**src/rtl/nw_xchg_pkg.sv**
```systemverilog
package nw_xchg_pkg;

  typedef enum logic {
    HALF_LO = 1'b0,
    HALF_HI = 1'b1
  } half_sel_e;

  localparam int unsigned NUM_HALVES = 2;

  function automatic half_sel_e decode_sel(input logic sel_level);
    decode_sel = sel_level ? HALF_HI : HALF_LO;
  endfunction

  function automatic logic drive_from_oe(input logic oe_level_n);
    drive_from_oe = ~oe_level_n;
  endfunction

endpackage

```
**src/rtl/nw_ld_reg.sv**
```systemverilog
module nw_ld_reg #(
  parameter int unsigned WIDTH = 12,
  parameter logic [WIDTH-1:0] RST_VAL = '0
) (
  input  logic             clk,
  input  logic             rst_n,
  input  logic             ld_n,
  input  logic [WIDTH-1:0] d,
  output logic [WIDTH-1:0] q
);

  logic take;
  assign take = ~ld_n;

  always_ff @(posedge clk or negedge rst_n) begin
    if (!rst_n) begin
      q <= RST_VAL;
    end else if (take) begin
      q <= d;
    end
  end

endmodule

```
**src/rtl/nw_ctrl_sync.sv**
```systemverilog
module nw_ctrl_sync
  import nw_xchg_pkg::*;
(
  input  logic      clk,
  input  logic      rst_n,
  input  logic      sel_n,
  input  logic      oe_a_n,
  input  logic      oe_b_n,
  output half_sel_e sel_q,
  output logic      a_drive,
  output logic      b_drive
);

  logic sel_r;
  logic oea_r;
  logic oeb_r;

  always_ff @(posedge clk or negedge rst_n) begin
    if (!rst_n) begin
      sel_r <= 1'b1;
      oea_r <= 1'b1;
      oeb_r <= 1'b1;
    end else begin
      sel_r <= sel_n;
      oea_r <= oe_a_n;
      oeb_r <= oe_b_n;
    end
  end

  assign sel_q   = decode_sel(sel_r);
  assign a_drive = drive_from_oe(oea_r);
  assign b_drive = drive_from_oe(oeb_r);

  p_oea_registered_r7: assert property (@(posedge clk) disable iff (!rst_n)
    1'b1 |=> (a_drive == !$past(oe_a_n)));

  p_oeb_registered_r8: assert property (@(posedge clk) disable iff (!rst_n)
    1'b1 |=> (b_drive == !$past(oe_b_n)));

endmodule

```
**src/rtl/nw_ab_path.sv**
```systemverilog
module nw_ab_path #(
  parameter int unsigned NW = 12
) (
  input  logic          clk,
  input  logic          rst_n,
  input  logic          ld1_n,
  input  logic          ld2_n,
  input  logic [NW-1:0] a_in,
  output logic [NW-1:0] lo_out,
  output logic [NW-1:0] hi_out
);

  logic [NW-1:0] lo_stage1;
  logic          pair_commit;

  assign pair_commit = ~ld2_n;

  nw_ld_reg #(.WIDTH(NW)) u_lo_s1 (
    .clk  (clk),
    .rst_n(rst_n),
    .ld_n (ld1_n),
    .d    (a_in),
    .q    (lo_stage1)
  );

  nw_ld_reg #(.WIDTH(NW)) u_lo_s2 (
    .clk  (clk),
    .rst_n(rst_n),
    .ld_n (ld2_n),
    .d    (lo_stage1),
    .q    (lo_out)
  );

  nw_ld_reg #(.WIDTH(NW)) u_hi (
    .clk  (clk),
    .rst_n(rst_n),
    .ld_n (ld2_n),
    .d    (a_in),
    .q    (hi_out)
  );

  p_hi_hold_r3: assert property (@(posedge clk) disable iff (!rst_n)
    ld2_n |=> $stable(hi_out));

  p_lo_hold_r4: assert property (@(posedge clk) disable iff (!rst_n)
    ld2_n |=> $stable(lo_out));

  p_pair_aligned_r4: assert property (@(posedge clk) disable iff (!rst_n)
    (pair_commit && $past(!ld1_n) && $past(rst_n))
      |=> (lo_out == $past(a_in, 2) && hi_out == $past(a_in)));

endmodule

```
**src/rtl/nw_ba_path.sv**
```systemverilog
module nw_ba_path
  import nw_xchg_pkg::*;
#(
  parameter int unsigned NW = 12
) (
  input  logic          clk,
  input  logic          rst_n,
  input  logic          ld1_n,
  input  logic          ld2_n,
  input  logic [NW-1:0] b1_in,
  input  logic [NW-1:0] b2_in,
  input  half_sel_e     sel_q,
  output logic [NW-1:0] a_data
);

  logic [NUM_HALVES-1:0][NW-1:0] held;
  logic [NUM_HALVES-1:0][NW-1:0] src;
  logic [NUM_HALVES-1:0]         ld_n_vec;

  assign src      = {b2_in, b1_in};
  assign ld_n_vec = {ld2_n, ld1_n};

  for (genvar h = 0; h < NUM_HALVES; h++) begin : g_half
    nw_ld_reg #(.WIDTH(NW)) u_store (
      .clk  (clk),
      .rst_n(rst_n),
      .ld_n (ld_n_vec[h]),
      .d    (src[h]),
      .q    (held[h])
    );
  end

  always_comb begin
    unique case (sel_q)
      HALF_LO: a_data = held[0];
      HALF_HI: a_data = held[1];
      default: a_data = held[0];
    endcase
  end

  p_store1_hold_r5: assert property (@(posedge clk) disable iff (!rst_n)
    ld1_n |=> $stable(held[0]));

  p_store2_load_r5: assert property (@(posedge clk) disable iff (!rst_n)
    !ld2_n |=> (held[1] == $past(b2_in)));

endmodule

```
**src/rtl/nw_bus_exchanger.sv**
```systemverilog
module nw_bus_exchanger
  import nw_xchg_pkg::*;
#(
  parameter int unsigned NW = 12
) (
  input  logic          clk,
  input  logic          rst_n,
  input  logic [NW-1:0] a_in,
  output logic [NW-1:0] a_out,
  output logic          a_drv,
  input  logic [NW-1:0] b1_in,
  output logic [NW-1:0] b1_out,
  output logic          b1_drv,
  input  logic [NW-1:0] b2_in,
  output logic [NW-1:0] b2_out,
  output logic          b2_drv,
  input  logic          ab_ld1_n,
  input  logic          ab_ld2_n,
  input  logic          ba_ld1_n,
  input  logic          ba_ld2_n,
  input  logic          sel_n,
  input  logic          oe_a_n,
  input  logic          oe_b_n
);

  half_sel_e sel_q;
  logic      a_drive;
  logic      b_drive;

  nw_ctrl_sync u_ctrl (
    .clk    (clk),
    .rst_n  (rst_n),
    .sel_n  (sel_n),
    .oe_a_n (oe_a_n),
    .oe_b_n (oe_b_n),
    .sel_q  (sel_q),
    .a_drive(a_drive),
    .b_drive(b_drive)
  );

  nw_ab_path #(.NW(NW)) u_ab (
    .clk   (clk),
    .rst_n (rst_n),
    .ld1_n (ab_ld1_n),
    .ld2_n (ab_ld2_n),
    .a_in  (a_in),
    .lo_out(b1_out),
    .hi_out(b2_out)
  );

  nw_ba_path #(.NW(NW)) u_ba (
    .clk   (clk),
    .rst_n (rst_n),
    .ld1_n (ba_ld1_n),
    .ld2_n (ba_ld2_n),
    .b1_in (b1_in),
    .b2_in (b2_in),
    .sel_q (sel_q),
    .a_data(a_out)
  );

  assign a_drv  = a_drive;
  assign b1_drv = b_drive;
  assign b2_drv = b_drive;

  p_b_halves_together_r8: assert property (@(posedge clk) disable iff (!rst_n)
    1'b1 |-> (b1_drv == b2_drv));

  p_sel_hi_r6: assert property (@(posedge clk) disable iff (!rst_n)
    ($past(sel_n) && $past(rst_n) && ba_ld2_n) |=> $stable(a_out) || $past(!sel_n));

endmodule

```
**config.mk**
```make
export PLATFORM = sky130hd
export DESIGN_NAME = nw_bus_exchanger
export DESIGN_NICKNAME = d
export VERILOG_FILES = /design/src/rtl/nw_xchg_pkg.sv /design/src/rtl/nw_ld_reg.sv /design/src/rtl/nw_ctrl_sync.sv /design/src/rtl/nw_ab_path.sv /design/src/rtl/nw_ba_path.sv /design/src/rtl/nw_bus_exchanger.sv
export SDC_FILE = /design/constraint.sdc
export NUM_CORES = 1
export LEC_CHECK = 0
export BUFFER_PORTS_ARGS = -buffer_cell sky130_fd_sc_hd__buf_2
export CELL_PAD_IN_SITES_DETAIL_PLACEMENT = 0
export CELL_PAD_IN_SITES_GLOBAL_PLACEMENT = 2
export CORE_ASPECT_RATIO = 0.9
export CORE_MARGIN = 3
export CORE_UTILIZATION = 34
export CTS_CLUSTER_SIZE = 12
export DETAILED_ROUTE_END_ITERATION = 10
export GPL_ROUTABILITY_DRIVEN = 0
export PLACE_DENSITY_LB_ADDON = 0.1
export SYNTH_ARGS = -nofsm -noshare
export SYNTH_HDL_FRONTEND = slang
export SYNTH_SLANG_ARGS = --single-unit
export TNS_END_PERCENT = 1
```
**constraint.sdc**
```tcl
create_clock -name clk -period 1.3 [get_ports clk]
set_input_delay 0.065 -clock clk [delete_from_list [all_inputs] [get_ports clk]]
set_output_delay 0.065 -clock clk [all_outputs]
set_load 0.01 [all_outputs]
```
# After elaboration in Yosys (flattened, before gate mapping)

Index checks and enable logic that the tools add are counted.

Input bits: 45
Output and inout bits: 39
Register bits: 63
Word-level logic and storage cells: 13

Bitwise gates (word level): 3
Multiplexer cells: 2

Operators by type and width:

| kind         | number |
|---|---|
| $pmux W12 S2 | 1 |
| $not A1 Y1   | 3 |
| $mux W1      | 1 |

# Longest topological paths before layout

Depth in word-level cells: 3
Depth in mapped cells: 3
Mapped depth without buffers: 1

# By module

From an unflattened synthesis, not the netlist that was laid out.

Cells, all modules: 144
Area total of the unflattened synthesis: 2698.8 µm²

By module, submodules not included:

| module           | cells an instance | area each (µm²) | times used | sequential area each (µm²) |
|---|---|---|---|---|
| nw_ld_reg        | 25                | 484.2           | 5          | 300.3 |
| nw_ba_path       | 13                | 183.9           | 1          | 0.0 |
| nw_ctrl_sync     | 5                 | 86.3            | 1          | 78.8 |
| nw_bus_exchanger | 1                 | 7.5             | 1          | 0.0 |

# Worst setup path after synthesis

OpenSTA, ideal clock, no wires.

Path type: register to output
Start: reg u_ctrl.sel_r
End: out a_out[0]
Stages on the path, launching flop included: 3
Data required time: 1.235 ns
Slack: 0.188 ns
Arrival: 1.047 ns
Buffers on the path: 1
Cell sequence: dfstp_2 -> buf_4 -> mux2_2

Longest elaborated chain between the ends: 3

Ends and longest elaborated chain:

| element                | RTL line              | text |
|---|---|---|
| from (decl)            | nw_ctrl_sync.sv:14    | `logic sel_r;` |
| from (signal assigned) | nw_ctrl_sync.sv:24    | `sel_r <= sel_n;` |
| $mux W1 *              | nw_xchg_pkg.sv:11     | `decode_sel = sel_level ? HALF_HI : HALF_LO;` |
| $not A1 Y1             | nw_ba_path.sv:34      | `unique case (sel_q)` |
| $pmux W12 S2 *         | nw_ba_path.sv:34      |  |
| to (decl)              | nw_bus_exchanger.sv:9 | `output logic [NW-1:0] a_out,` |

Mark *: on every way between the ends. The rest lies on a longest branch, timed or not.

# Final worst setup path

Start: reg u_ctrl.sel_r
End: out a_out[5]

The elaborated chain is that of the path after synthesis.

==> run summary <==
Run status -> complete, but fails checks
Failing checks -> negative setup slack
Syn Nets -> 190
Router iterations before antenna repair -> 2
Critical Path Sink Type -> output port
Req. time, crit path -> 1.24 ns
Post-Layout Cell Count -> 371
Post-synth cell types -> 8
Commonest non-fill, non-tap cell in the layout -> buf_2
All-Layer GR Usage -> 12.3%
Die area -> 8620 µm²
Final setup TNS -> -3.37 ns
Seq/Total Area, Yosys -> 61.7%
Post-synthesis compound-gate area fraction -> 0%
Adder-cell share of the synthesized area -> 0%
Vias in the first global route -> 1775
Largest net degree at the start of global routing -> 64
Slew HR -> 78.4%
TritonCTS Buffers -> 9
Power Total -> 4.66 mW
PwrDens -> 1280 nW/µm²
Die Height -> 88.4 µm
Main combinational cell family by area after synthesis -> multiplexers
Grt ovf -> 0
First-pass GRT wire length -> 8.29 mm
Yosys reg bits -> 63
Fin crit period -> 1.59 ns
Mapped Avg Cell Area -> 17.7 µm²
YS warnings -> 0
DRC -> 0
Skew-Pair Late Insertion Delay -> 0.32 ns
Mapped Area -> 2560 µm²
Port Buf Inserts -> 83
Final HPWL DP -> 3.43 mm
Setup Crit Path Kind -> register to output port
CTS tree -> yes
XOR/XNOR Fraction of Synth Area -> 0%
Dpl ws -> 0.0171 ns
# placed instances -> 315
I/O pins -> 84
Initial antenna violation count -> 0
1st-iter DRT viols -> 36
MaxCap Viol Count -> 0
Fin. Hold Viols -> 0
Layout Skew -> 0.00607 ns
Antenna fix cells -> 0
Final setup margin -> -0.285 ns
F_max -> 0.631 GHz
Vias per cell -> 4.38
Sink Count -> 63
Maximum vdd drop -> 0.000648 V
Final WL -> 5.00 mm
CP peak stage delay -> 0.71 ns
Unrepaired setup endpoints after global routing -> true
Postcts setup bufs -> 0
P_leak -> 1.72 nW
CP cell instances -> mux2_2 > buf_2
Proportion of synthesized area in mux cells -> 34.6%
Area of the core -> 7180 µm²
Max Slew Vio Count -> 0
Initial cell density of the core -> 35.7%
Post-synthesis cell count -> 145
Synth Area in Simple Gates -> 0%
Final period util -> 122%
Most frequent cells in the layout -> buf_2 (83), dfrtp_1 (60), mux2_2 (52)
WP data arrival -> 1.52 ns
Layout cell share with drive strength beyond 1 -> 62.2%
Critical Path Fanout Max -> 12
Post-detailed-route count of antenna-violating nets -> 0
Row cnt -> 29
Longest Clk Path Bufs -> 2
Slew of the pin with the lowest slew margin -> 0.324 ns
# setup viols final -> 12
CP max stage cell -> dfstp_4
CTS root buffer -> clkbuf_8
Final nets -> 318
Clock transition at path regs -> 0.07 ns
H-tree Lvls -> 3
Die span in x -> 97.5 µm
Routed via count -> 1626
R2R setup slack -> 0.53 ns
Crit start category -> register
Worst min-delay path class -> primary input to register
Area growth syn-to-layout -> 42.0%
WL per Instance -> 13.5 µm
## through the flow
step	hold WS, ns	instance area, µm²	util [%]
after floorplan	-0.231	2560	-
after global placement	0.0915	3050	42.4
after detailed placement	0.101	3050	42.4
after CTS	0.158	3640	50.7
after global routing	0.162	3640	50.7
final	0.175	3640	50.7
## cell families after synthesis
| family | after synthesis |
|---|---|
| muxes | 72 |
| buffers and inverters | 10 |
| DFF | 63 |
## cell usage after synthesis
library cell  number  area share, %
buf_12             2            1.6
buf_4              5            1.5
mux2_2            52             23
dfstp_2            3            3.1
mux2_4            20             12
inv_1              2           0.29
dfrtp_1           60             59
buf_6              1           0.44
## sequential cells by signal, summed over array words and instances, names as in the netlist
| register | flops |
|---|---|
| u_ab.u_hi.q | 12 |
| u_ctrl.oea_r | 1 |
| u_ba.g_half.u_store.q | 24 |
| u_ctrl.sel_r | 1 |
| u_ctrl.oeb_r | 1 |
| u_ab.u_lo_s1.q | 12 |
| u_ab.u_lo_s2.q | 12 |
## worst paths after layout
| kind | from | end | cells past startpoint |
|---|---|---|---|
| worst max-delay path | u_ctrl.sel_r | a_out[5] | 2 |
| worst min-delay path | ab_ld2_n | u_ab.u_lo_s2.q[9] | 2 |
| worst max register to register | u_ab.u_lo_s2.q[8] | u_ab.u_lo_s2.q[8] | 1 |
| worst min register to register | u_ab.u_lo_s1.q[4] | u_ab.u_lo_s2.q[4] | 1 |
| max in group asynchronous | rst_n | u_ctrl.oeb_r | 3 |
| min in group asynchronous | rst_n | u_ab.u_hi.q[11] | 3 |
## final cells by class
class | count | area, µm²
fill | 646 | 3540
sequential | 63 | 1580
multi-input combinational | 72 | 886
timing repair buffer | 125 | 856
clock buffer | 16 | 190
tap | 93 | 116
inverter | 2 | 7.51
## worst max-delay path, delay by kind of cell, from the launching register on
kind	cells	cell delay (ns)
flops	1	0.71
mux	1	0.35
buf+inv	1	0.14
## repair_timing
| item | 4_1_cts | 5_1_grt |
|---|---|---|
| hold buffers | 40 | 0 |
| gates resized for setup | 1 | 0 |
| hold endpoints to repair | 111 | 0 |
| setup endpoints to repair | 12 | 12 |
| gates cloned | 0 | 0 |
## metal layers
layer  vias to the layer above  global-route usage, %  wire length (µm)
met5                         -                      0                 0
met4                         0                   4.15                74
met3                         9                   5.59               375
met2                        54                   19.9              2360
met1                       797                   14.9              2180
li1                        766                      -                 -
## power by group
group          switching (mW)  internal [mW]  total [mW]
logic                   0.307          0.496       0.803
clock network           0.664          0.905        1.57
registers               0.111           2.18        2.29
(Power assumes the default switching activity.)
